===== src/rtl/rxr_pkg.sv =====
// Package for the receive descriptor ring closer.
// Holds the descriptor word layout, the status bit positions and the
// controller state encoding. Assumes a 64-bit descriptor word.
package rxr_pkg;

    localparam int LEN_W = 16;
    localparam int PTR_W = 32;
    localparam int STS_W = 16;

    // status bit positions inside the 16-bit status field
    localparam int SB_OWN   = 15;
    localparam int SB_WRAP  = 13;
    localparam int SB_LAST  = 11;
    localparam int SB_FIRST = 10;
    localparam int SB_AERR  = 1;

    typedef struct packed {
        logic [STS_W-1:0] status;
        logic [LEN_W-1:0] len;
        logic [PTR_W-1:0] ptr;
    } rxr_desc_t;

    localparam int DESC_W = $bits(rxr_desc_t);

    typedef enum logic [1:0] {
        S_FETCH = 2'd0,
        S_RECV  = 2'd1,
        S_CLOSE = 2'd2
    } rxr_state_e;

endpackage


===== src/rtl/rxr_desc_mem.sv =====
// Descriptor store: RING_DEPTH words of rxr_desc_t.
// Two write ports (host and closer) and two read ports. When both ports
// write the same entry in one cycle the closer's write is kept.
// Assumes the closer index is always below RING_DEPTH.
module rxr_desc_mem
    import rxr_pkg::*;
#(
    parameter int RING_DEPTH = 8,
    parameter int IDX_W      = $clog2(RING_DEPTH)
) (
    input  logic              clk,
    input  logic              rst_n,
    input  logic              host_we,
    input  logic [IDX_W-1:0]  host_idx,
    input  rxr_desc_t         host_wdata,
    output rxr_desc_t         host_rdata,
    input  logic              blk_we,
    input  logic [IDX_W-1:0]  blk_idx,
    input  rxr_desc_t         blk_wdata,
    output logic              blk_own,
    output logic              blk_wrap,
    output logic [PTR_W-1:0]  blk_ptr
);

    rxr_desc_t ent [RING_DEPTH];

    // Entry update: closer write has priority over host write.
    always_ff @(posedge clk) begin
        for (int i = 0; i < RING_DEPTH; i++) begin
            if (!rst_n) begin
                ent[i] <= '0;
            end else if (blk_we && (int'(blk_idx) == i)) begin
                ent[i] <= blk_wdata;
            end else if (host_we && (int'(host_idx) == i)) begin
                ent[i] <= host_wdata;
            end
        end
    end

    // Host read: out-of-range index reads as zero.
    always_comb begin
        host_rdata = '0;
        if (int'(host_idx) < RING_DEPTH) begin
            host_rdata = ent[host_idx];
        end
    end

    // Closer read: only the fields the controller consumes.
    always_comb begin
        blk_own  = ent[blk_idx].status[SB_OWN];
        blk_wrap = ent[blk_idx].status[SB_WRAP];
        blk_ptr  = ent[blk_idx].ptr;
    end

endmodule


===== src/rtl/rxr_align_chk.sv =====
// Buffer pointer alignment check.
// Timestamp mode off: pointer must be a nonzero multiple of 8.
// Timestamp mode on:  pointer must be 4 below a multiple of 8 (low bits 100).
// Purely combinational.
module rxr_align_chk
    import rxr_pkg::*;
(
    input  logic [PTR_W-1:0] ptr,
    input  logic             ts_mode,
    output logic             ptr_ok
);

    // Select the rule for the current timestamp mode.
    always_comb begin
        if (ts_mode) begin
            ptr_ok = (ptr[2:0] == 3'b100);
        end else begin
            ptr_ok = (ptr[2:0] == 3'b000) && (ptr != '0);
        end
    end

endmodule


===== src/rtl/rxr_octet_cnt.sv =====
// Octet counters: octets in the current buffer and octets in the current
// frame. The *_next outputs give the count including the octet being taken
// this cycle. Clears take priority; they never coincide with an accept.
module rxr_octet_cnt
    import rxr_pkg::*;
(
    input  logic             clk,
    input  logic             rst_n,
    input  logic             accept,
    input  logic             clr_buf,
    input  logic             clr_frm,
    output logic [LEN_W-1:0] buf_next,
    output logic [LEN_W-1:0] frm_next
);

    logic [LEN_W-1:0] buf_cnt;
    logic [LEN_W-1:0] frm_cnt;

    // Incremented counts for the octet on offer.
    always_comb begin
        buf_next = buf_cnt + 1'b1;
        frm_next = frm_cnt + 1'b1;
    end

    // Buffer counter: zeroed whenever a descriptor closes.
    always_ff @(posedge clk) begin
        if (!rst_n || clr_buf) begin
            buf_cnt <= '0;
        end else if (accept) begin
            buf_cnt <= buf_next;
        end
    end

    // Frame counter: zeroed when the frame's final buffer closes.
    always_ff @(posedge clk) begin
        if (!rst_n || clr_frm) begin
            frm_cnt <= '0;
        end else if (accept) begin
            frm_cnt <= frm_next;
        end
    end

endmodule


===== src/rtl/rxr_ring_ctrl.sv =====
// Ring controller: fetch, receive, close.
// FETCH waits for a block-owned descriptor and checks its pointer.
// RECV takes octets until the buffer fills or the frame ends.
// CLOSE writes the word back (one cycle) and advances the ring index.
// Assumes cfg_max_len >= 1 and that the store read is combinational.
module rxr_ring_ctrl
    import rxr_pkg::*;
#(
    parameter int RING_DEPTH = 8,
    parameter int IDX_W      = $clog2(RING_DEPTH)
) (
    input  logic              clk,
    input  logic              rst_n,
    input  logic              cur_own,
    input  logic              cur_wrap,
    input  logic [PTR_W-1:0]  cur_ptr,
    input  logic              ptr_ok,
    input  logic              in_valid,
    input  logic              in_last,
    input  logic [LEN_W-1:0]  cfg_max_len,
    input  logic              cfg_crc32,
    input  logic [LEN_W-1:0]  buf_next,
    input  logic [LEN_W-1:0]  frm_next,
    output logic [IDX_W-1:0]  cur_idx,
    output logic              wrap_q,
    output logic              in_ready,
    output logic              busy,
    output logic              accept,
    output logic              clr_buf,
    output logic              clr_frm,
    output logic              blk_we,
    output rxr_desc_t         blk_wdata,
    output logic              closed_o,
    output logic              align_err
);

    localparam logic [IDX_W-1:0] TOP_IDX = IDX_W'(RING_DEPTH - 1);

    rxr_state_e       state;
    logic [PTR_W-1:0] ptr_q;
    logic [LEN_W-1:0] len_q;
    logic             last_q;
    logic             aerr_q;
    logic             first_q;
    logic [LEN_W-1:0] crc_add;
    logic [IDX_W-1:0] next_idx;
    logic             buf_full;

    // CRC octets added to the final buffer's length.
    always_comb begin
        crc_add  = cfg_crc32 ? LEN_W'(4) : LEN_W'(2);
        buf_full = (buf_next == cfg_max_len);
    end

    // Next ring position after a close.
    always_comb begin
        if (wrap_q || (cur_idx == TOP_IDX)) begin
            next_idx = '0;
        end else begin
            next_idx = cur_idx + 1'b1;
        end
    end

    // Handshake and event outputs decoded from the state.
    always_comb begin
        in_ready  = (state == S_RECV);
        accept    = in_ready && in_valid;
        busy      = (state == S_FETCH) && !cur_own && in_valid;
        closed_o  = (state == S_CLOSE);
        align_err = closed_o && aerr_q;
        blk_we    = closed_o;
        clr_buf   = closed_o;
        clr_frm   = closed_o && last_q;
    end

    // Write-back word assembled from the captured close decision.
    always_comb begin
        blk_wdata                  = '0;
        blk_wdata.status[SB_WRAP]  = wrap_q;
        blk_wdata.status[SB_LAST]  = last_q;
        blk_wdata.status[SB_FIRST] = first_q && !aerr_q;
        blk_wdata.status[SB_AERR]  = aerr_q;
        blk_wdata.len              = len_q;
        blk_wdata.ptr              = ptr_q;
    end

    // Sequencer: fetch/check, receive/count, close/advance.
    always_ff @(posedge clk) begin
        if (!rst_n) begin
            state   <= S_FETCH;
            cur_idx <= '0;
            wrap_q  <= 1'b0;
            ptr_q   <= '0;
            len_q   <= '0;
            last_q  <= 1'b0;
            aerr_q  <= 1'b0;
            first_q <= 1'b1;
        end else begin
            case (state)
                S_FETCH: begin
                    if (cur_own) begin
                        wrap_q <= cur_wrap;
                        ptr_q  <= cur_ptr;
                        if (ptr_ok) begin
                            state <= S_RECV;
                        end else begin
                            aerr_q <= 1'b1;
                            len_q  <= '0;
                            last_q <= 1'b0;
                            state  <= S_CLOSE;
                        end
                    end
                end
                S_RECV: begin
                    if (accept) begin
                        if (in_last) begin
                            len_q  <= frm_next + crc_add;
                            last_q <= 1'b1;
                            state  <= S_CLOSE;
                        end else if (buf_full) begin
                            len_q  <= buf_next;
                            last_q <= 1'b0;
                            state  <= S_CLOSE;
                        end
                    end
                end
                S_CLOSE: begin
                    cur_idx <= next_idx;
                    if (!aerr_q) begin
                        first_q <= last_q;
                    end
                    aerr_q <= 1'b0;
                    state  <= S_FETCH;
                end
                default: state <= S_FETCH;
            endcase
        end
    end

endmodule


===== src/rtl/rxdesc_ring_closer.sv =====
// Top: receive descriptor ring closer.
// Ties the descriptor store, alignment check, octet counters and ring
// controller together. Configuration inputs are expected to stay steady
// while a buffer is being filled.
module rxdesc_ring_closer
    import rxr_pkg::*;
#(
    parameter int RING_DEPTH = 8,
    localparam int IDX_W     = $clog2(RING_DEPTH)
) (
    input  logic              clk,
    input  logic              rst_n,
    input  logic [15:0]       cfg_max_len,
    input  logic              cfg_crc32,
    input  logic              cfg_ts,
    input  logic              in_valid,
    input  logic              in_last,
    output logic              in_ready,
    output logic              busy,
    input  logic              host_we,
    input  logic [IDX_W-1:0]  host_idx,
    input  logic [63:0]       host_wdata,
    output logic [63:0]       host_rdata,
    output logic              closed_o,
    output logic              align_err
);

    logic [IDX_W-1:0] cur_idx;
    logic             wrap_q;
    logic             cur_own;
    logic             cur_wrap;
    logic [PTR_W-1:0] cur_ptr;
    logic             ptr_ok;
    logic             accept;
    logic             clr_buf;
    logic             clr_frm;
    logic [LEN_W-1:0] buf_next;
    logic [LEN_W-1:0] frm_next;
    logic             blk_we;
    rxr_desc_t        blk_wdata;
    rxr_desc_t        host_rd_s;

    assign host_rdata = host_rd_s;

    rxr_desc_mem #(.RING_DEPTH(RING_DEPTH), .IDX_W(IDX_W)) u_mem (
        .clk        (clk),
        .rst_n      (rst_n),
        .host_we    (host_we),
        .host_idx   (host_idx),
        .host_wdata (rxr_desc_t'(host_wdata)),
        .host_rdata (host_rd_s),
        .blk_we     (blk_we),
        .blk_idx    (cur_idx),
        .blk_wdata  (blk_wdata),
        .blk_own    (cur_own),
        .blk_wrap   (cur_wrap),
        .blk_ptr    (cur_ptr)
    );

    rxr_align_chk u_align (
        .ptr     (cur_ptr),
        .ts_mode (cfg_ts),
        .ptr_ok  (ptr_ok)
    );

    rxr_octet_cnt u_cnt (
        .clk      (clk),
        .rst_n    (rst_n),
        .accept   (accept),
        .clr_buf  (clr_buf),
        .clr_frm  (clr_frm),
        .buf_next (buf_next),
        .frm_next (frm_next)
    );

    rxr_ring_ctrl #(.RING_DEPTH(RING_DEPTH), .IDX_W(IDX_W)) u_ctrl (
        .clk         (clk),
        .rst_n       (rst_n),
        .cur_own     (cur_own),
        .cur_wrap    (cur_wrap),
        .cur_ptr     (cur_ptr),
        .ptr_ok      (ptr_ok),
        .in_valid    (in_valid),
        .in_last     (in_last),
        .cfg_max_len (cfg_max_len),
        .cfg_crc32   (cfg_crc32),
        .buf_next    (buf_next),
        .frm_next    (frm_next),
        .cur_idx     (cur_idx),
        .wrap_q      (wrap_q),
        .in_ready    (in_ready),
        .busy        (busy),
        .accept      (accept),
        .clr_buf     (clr_buf),
        .clr_frm     (clr_frm),
        .blk_we      (blk_we),
        .blk_wdata   (blk_wdata),
        .closed_o    (closed_o),
        .align_err   (align_err)
    );

endmodule


===== config.mk =====
export PLATFORM = sky130hd
export DESIGN_NAME = rxdesc_ring_closer
export DESIGN_NICKNAME = d
export VERILOG_FILES = /design/src/rtl/rxr_pkg.sv /design/src/rtl/rxr_desc_mem.sv /design/src/rtl/rxr_align_chk.sv /design/src/rtl/rxr_octet_cnt.sv /design/src/rtl/rxr_ring_ctrl.sv /design/src/rtl/rxdesc_ring_closer.sv
export SDC_FILE = /design/constraint.sdc
export NUM_CORES = 1
export LEC_CHECK = 0
export BUFFER_PORTS_ARGS = -buffer_cell sky130_fd_sc_hd__buf_4
export CAP_MARGIN = 20
export CORE_ASPECT_RATIO = 1.2
export CORE_UTILIZATION = 35
export CTS_CLUSTER_DIAMETER = 200
export DETAILED_ROUTE_END_ITERATION = 10
export SYNTH_ARGS = -nofsm -noshare
export SYNTH_HDL_FRONTEND = slang
export SYNTH_SLANG_ARGS = --single-unit

===== constraint.sdc =====
create_clock -name clk -period 9.2 [get_ports clk]
set_input_delay 0.92 -clock clk [delete_from_list [all_inputs] [get_ports clk]]
set_output_delay 0.92 -clock clk [all_outputs]
set_load 0.05 [all_outputs]

==> impl_metrics.py, run 1 <==
metrics = {
    "drt": {
        "firstDrtPassIters": 6,
        "routed_wl_um": 106000,
        "vias": 22100,
        "drc": 0,
        "drt_iter0_drc": 2576,
        "via_per_inst": 6.28,
        "wl_per_cell_um": 30.1,
        "ant_nets": 0,
    },
    "global_routing": {
        "grt_usage": 0.224,
        "grt_busiest_layer": "met2",
        "grt_pass1_vias": 22100,
        "grt_pass1_wl_um": 151000,
        "grt.overflow.total": 0,
        "met1_usage": 0.277,
        "grt_max_degree": 83,
        "antenna_found_initial": 9,
        "grtUsageMet3": 0.0443,
        "grtUsageMet2": 0.385,
    },
    "synth": {
        "synth_cell_type_count": 72,
        "synth_commonest_cells": "edfxtp_1 (512), a22o_1 (416), mux4_2 (171)",
        "ys_seq_area_frac": 0.540,
        "yosys.area.top_type_share": 0.482,
        "synth_top_area_cell": "edfxtp_1",
        "ys_seq_elements": 604,
        "yosysMostFrequentCell": "edfxtp_1",
        "synthFlopType": "edfxtp_1",
        "syn_area_per_cell_sq_um": 13.6,
        "ys.warnings.count": 0,
        "synth_edf_count": 512,
        "synth_area_leaders": "edfxtp_1 (48%), mux4_2 (12%), a22o_1 (11%)",
        "async_reset_ff_frac": 0,
        "synthesis.area_sq_um": 31900,
        "syn_inst": 2346,
        "synth_nets": 2447,
    },
    "layout": {
        "drive_gt1_frac": 0.242,
        "area_delta_synth_final_pct": 12.5,
        "n_fill_cell": 8293,
        "utilization": 0.399,
        "seq_area_sq_um": 17200,
        "num-nets-final": 2400,
        "multi_input_area_sq_um": 13500,
    },
    "clock_network": {
        "path_clk_slew_ns": 0.06,
        "cts_root_buf": "clkbuf_16",
        "clockBufferDepth": 3,
        "hold_buffers": 0,
        "cts_tree": "yes",
        "numCtsBuffers": 67,
        "insertion_delay_ns": 0.62,
        "postCtsResizedCells": 0,
        "htree_levels": 3,
        "cts_setup_buffers": 0,
        "cts_sinks": 604,
    },
    "setup_path": {
        "crit_type": "flip-flop to flip-flop",
        "arrival_ns": 5.17,
        "required_ns": 9.75,
        "cp_max_fo": 37,
        "startpoint_type": "flip-flop",
        "worst_path_most_repeated_cell": "buf_4",
        "slowest_delay_ns": 0.75,
        "crit_slowest_cell": "buf_4",
        "end_kind": "flip-flop",
        "crit_chain": "buf_4 > nor2b_1 > buf_4 > a221oi_1 > nor4_1 > and4_1 > a31oi_1 > o22ai_2 > buf_4 > mux2i_1",
    },
    "timing": {
        "skew_ns": 0.0340,
        "timing.fmax_ghz": 0.217,
        "rsz0062_at_grt": "false",
        "final_hold_viol_count": 0,
        "fin_tns_setup_ns": 0,
        "slew_headroom": 0.175,
        "tightest_slew_ns": 1.24,
        "report.final.slew_viol_count": 0,
        "min_period_ns": 4.62,
        "setup_viol": 0,
        "min_period_over_period": 0.502,
    },
    "power_and_ir_drop": {
        "seqPwrFrac": 0.481,
        "leakage_nw": 12.4,
        "p_int_mw": 4.95,
        "clkPwrFrac": 0.389,
        "power_density_nw_per_um2": 188,
        "p_sw_frac": 0.265,
        "power_switching_mw": 1.78,
        "vdd_ir_drop_max_mv": 0.122,
        "p_comb_frac": 0.130,
    },
    "die": {
        "fp.dieH_um": 333,
        "fp.coreArea_sq_um": 89800,
        "start_util": 0.355,
        "rows": 120,
        "pin_count": 158,
        "fp.dieW_um": 278,
        "dieArea_sq_um": 92300,
    },
    "placement": {
        "numPortBuffers": 157,
        "gp_congestion": 0.886,
        "dp_hpwl_um": 58200,
    },
    "job": {
        "maxCapViolations": 0,
    },
    "min_path": {
        "hold_path.class": "flip-flop to flip-flop",
        "hp-start": "u_cnt.frm_cnt[11]",
    },
    "status": {
        "status": "finished clean",
    },
}
==> registers in the layout, summed over array words and instances, names as in the netlist, named ones only <==
| register | flops |
|---|---|
| u_cnt.buf_cnt | 16 |
| u_cnt.frm_cnt | 16 |
| u_ctrl.aerr_q | 1 |
| u_ctrl.cur_idx | 3 |
| u_ctrl.first_q | 1 |
| u_ctrl.last_q | 1 |
| u_ctrl.len_q | 16 |
| u_ctrl.ptr_q | 32 |
| u_ctrl.state | 2 |
| u_ctrl.wrap_q | 1 |
| u_mem.ent | 512 |
==> placed cells by master, fill, tap and decap left out, types with 13 or more instances in the layout <==
cell,count
xnor2_1,44
mux4_2,171
nor2_1,68
inv_1,20
a21oi_1,15
nand3_1,30
nand2_1,127
buf_4,195
and2_1,106
edfxtp_1,512
mux2i_1,65
a221oi_1,15
nor3_1,13
a22o_1,416
nor2b_1,14
dfxtp_1,89
clkbuf_1,18
o21ai_0,22
xor2_1,26
mux2_2,72
a21boi_0,18
clkbuf_16,68
==> power groups by stage <==
stage | combinational (mW) | clock [mW] | sequential (mW)
finish | 0.876 | 2.62 | 3.23
detailed placement | 0.875 | 0 | 3.29
floorplan | 0.606 | 0 | 3.23
global placement | 0.866 | 0 | 3.28
global route | 0.912 | 2.74 | 3.25
CTS | 0.877 | 2.64 | 3.23
==> layout make-up <==
cell class,instances,area share
antenna,2,0.000140
clock inverter,28,0.00691
clock buffer,92,0.0516
inverter,20,0.00209
timing repair buffer,198,0.0423
sequential,604,0.480
multi-input combinational,1408,0.376
tap,1159,0.0404
==> worst paths after layout <==
| check | end | slack, ns | cells after the start |
|---|---|---|---|
| hold reg to reg | u_cnt.frm_cnt[11] | 0.55 | 2 |
| setup / recovery | u_ctrl.len_q[5] | 4.58 | 10 |
| setup reg to reg | u_ctrl.len_q[5] | 4.58 | 10 |
| hold / removal | u_cnt.frm_cnt[11] | 0.55 | 2 |
==> metal layers <==
| layer | share of wire | wire length, um |
|---|---|---|
| met3 | 0.096 | 10200 |
| met4 | 0.033 | 3520 |
| met5 | 0.00079 | 83 |
| met1 | 0.37 | 39300 |
| met2 | 0.50 | 52700 |
==> through the flow <==
step	setup slack [ns]	cell area, sq um	hold WS [ns]	total power, mW	std cells
final	4.58	35900	0.549	6.73	3511
after global routing	4.50	35900	0.586	6.91	3511
after CTS	4.67	35900	0.539	6.75	3509
after detailed placement	4.68	33800	0.526	4.16	3389
after global placement	4.74	33700	0.524	4.15	3388
after floorplan	2.10	31900	0.471	3.84	2346
==> cell families (layout without fill, tap and decap cells) <==
kind of cell               count (synthesis)  count (layout)  synth area share
muxes                                    315             315             0.172
AOI/OAI and AO/OA                        553             553             0.146
DFF                                      604             604             0.540
and+or+nand+nor                          458             458            0.0749
other                                      0               2                 0
xor gates and xnor gates                  71              71            0.0199
buffers and inverters                    334             338            0.0423
adders and majority gates                 11              11           0.00455
==> worst max-delay path: cells and delay by family (launching register included) <==
family,cells,cell delay (ns)
muxes,1,0.23
DFF,1,0.64
AOI/OAI and AO/OA,3,0.65
and+or+nand+nor,3,1.48
buffers and inverters,3,1.51
(Power assumes the default switching activity.)
==> run 2: changes to the inputs <==
==> constraint.sdc (replaced) <==
create_clock -name clk -period 4.4 [get_ports clk]
set_input_delay 0.44 -clock clk [delete_from_list [all_inputs] [get_ports clk]]
set_output_delay 0.44 -clock clk [all_outputs]
set_load 0.05 [all_outputs]
==> impl_metrics.py, run 2 (synthesized netlist as in run 1, its figures left out) <==
metrics = {
    "setup_path": {
        "arrival_ns": 4.31,
        "crit_chain": "buf_12 > buf_4 > mux4_2 > nand2_1 > nand2_1 > xnor2_1 > nand3_1 > a31oi_1 > o22ai_2 > buf_4 > and2_1",
        "end_kind": "flip-flop",
        "slowest_delay_ns": 0.77,
        "startpoint_type": "flip-flop",
        "cp_num_buf_inv": 3,
        "cp_max_fo": 22,
        "crit_slowest_cell": "dfxtp_2",
        "crit_type": "flip-flop to flip-flop",
        "critPathTopFamily": "buffers and inverters",
        "required_ns": 4.92,
    },
    "clock_network": {
        "numCtsBuffers": 68,
        "cts_root_buf": "clkbuf_16",
        "clockBufferDepth": 3,
        "postCtsResizedCells": 0,
        "htree_levels": 3,
        "cts_setup_buffers": 0,
        "hold_buffers": 0,
        "path_clk_slew_ns": 0.06,
        "cts_tree": "yes",
        "insertion_delay_ns": 0.64,
        "cts_sinks": 604,
    },
    "placement": {
        "dpl_cell_area_sq_um": 34100,
        "pre_cts_ws_ns": 0.601,
        "gp_congestion": 0.861,
        "numPortBuffers": 157,
        "dp_hpwl_um": 60600,
    },
    "power_and_ir_drop": {
        "vdd_ir_drop_max_mv": 0.276,
        "leakage_nw": 12.5,
        "power_density_nw_per_um2": 393,
        "design_power_total_mw": 14.2,
    },
    "layout": {
        "seq_area_sq_um": 17200,
        "final_cell_mix": "edfxtp_1 (512), a22o_1 (416), buf_4 (206), mux4_2 (171), nand2_1 (127)",
        "num-nets-final": 2424,
        "largest_reg_flops": 512,
        "final_common_cell": "edfxtp_1",
        "drive_gt1_frac": 0.252,
        "finalInstanceArea_sq_um": 36200,
        "multi_input_area_sq_um": 13500,
        "n_fill_cell": 8281,
        "largest_register": "u_mem.ent",
        "reg.largest.list": "u_mem.ent: 512 flops, u_ctrl.ptr_q: 32 flops",
        "area_delta_synth_final_pct": 13.6,
    },
    "status": {
        "status": "finished clean",
    },
    "timing": {
        "fin_ws_ns": 0.607,
        "min_period_ns": 3.79,
        "timing.fmax_ghz": 0.264,
        "slew_headroom": 0.269,
        "report.final.slew_viol_count": 0,
        "rsz0062_at_grt": "false",
        "tightest_slew_ns": 1.10,
        "setup_viol": 0,
        "final_hold_viol_count": 0,
        "skew_ns": 0.0353,
        "min_period_over_period": 0.862,
        "fin_tns_setup_ns": 0,
    },
    "drt": {
        "ant_nets": 0,
        "routed_wl_um": 106000,
        "drt_iter0_drc": 2382,
        "vias": 22100,
        "firstDrtPassIters": 5,
        "via_per_inst": 6.24,
        "drc": 0,
        "wl_per_cell_um": 30.0,
    },
    "die": {
        "dieArea_sq_um": 92300,
        "pin_count": 158,
        "fp.coreArea_sq_um": 89800,
        "fp.dieW_um": 278,
        "fp.dieH_um": 333,
        "start_util": 0.355,
        "rows": 120,
    },
    "global_routing": {
        "antenna_found_initial": 13,
        "grt_pass1_wl_um": 154000,
        "grt.overflow.total": 0,
        "grt_max_degree": 70,
        "grt_usage": 0.226,
        "grt_pass1_vias": 22500,
    },
    "min_path": {
        "hold_path.class": "primary input to flip-flop",
    },
    "job": {
        "maxCapViolations": 0,
    },
}
==> run 2: final cells by class <==
| cell class | count | area share |
|---|---|---|
| diodes | 4 | 0.000276 |
| clock buffers | 93 | 0.0518 |
| clock inverters | 33 | 0.00739 |
| inverters | 20 | 0.00207 |
| multi-input cells | 1408 | 0.372 |
| flip-flops and latches | 604 | 0.475 |
| well taps | 1159 | 0.0400 |
| repair buffers | 221 | 0.0506 |
==> run 2: final timing paths <==
kind	from	to	slack, ns	cells after the start
setup / recovery	flip-flop	u_ctrl.state[1]	0.61	11
hold / removal	host_wdata[48]	u_mem.ent[2][48]	0.16	2
setup reg to reg	flip-flop	u_ctrl.state[1]	0.61	11
hold reg to reg	u_cnt.frm_cnt[15]	u_cnt.frm_cnt[15]	0.54	2
==> run 2: layer usage <==
metal,routed length (um),GRT usage
met5,125,0
met4,3300,0.0814
met3,10600,0.0572
met2,51300,0.376
met1,40900,0.284
==> run 2: through the flow <==
step | std cells | hold WS (ns) | util
finish | 3542 | 0.156 | 0.403
global route | 3541 | 0.151 | 0.403
CTS | 3537 | 0.134 | 0.403
detailed placement | 3411 | 0.535 | 0.379
global placement | 3411 | 0.527 | 0.379
floorplan | 2346 | 0.471 | -
==> run 2: power breakdown <==
group	switching, mW	total (mW)	internal [mW]
clock	2.41	5.60	3.19
sequential	0.240	6.79	6.55
combinational	1.16	1.85	0.686
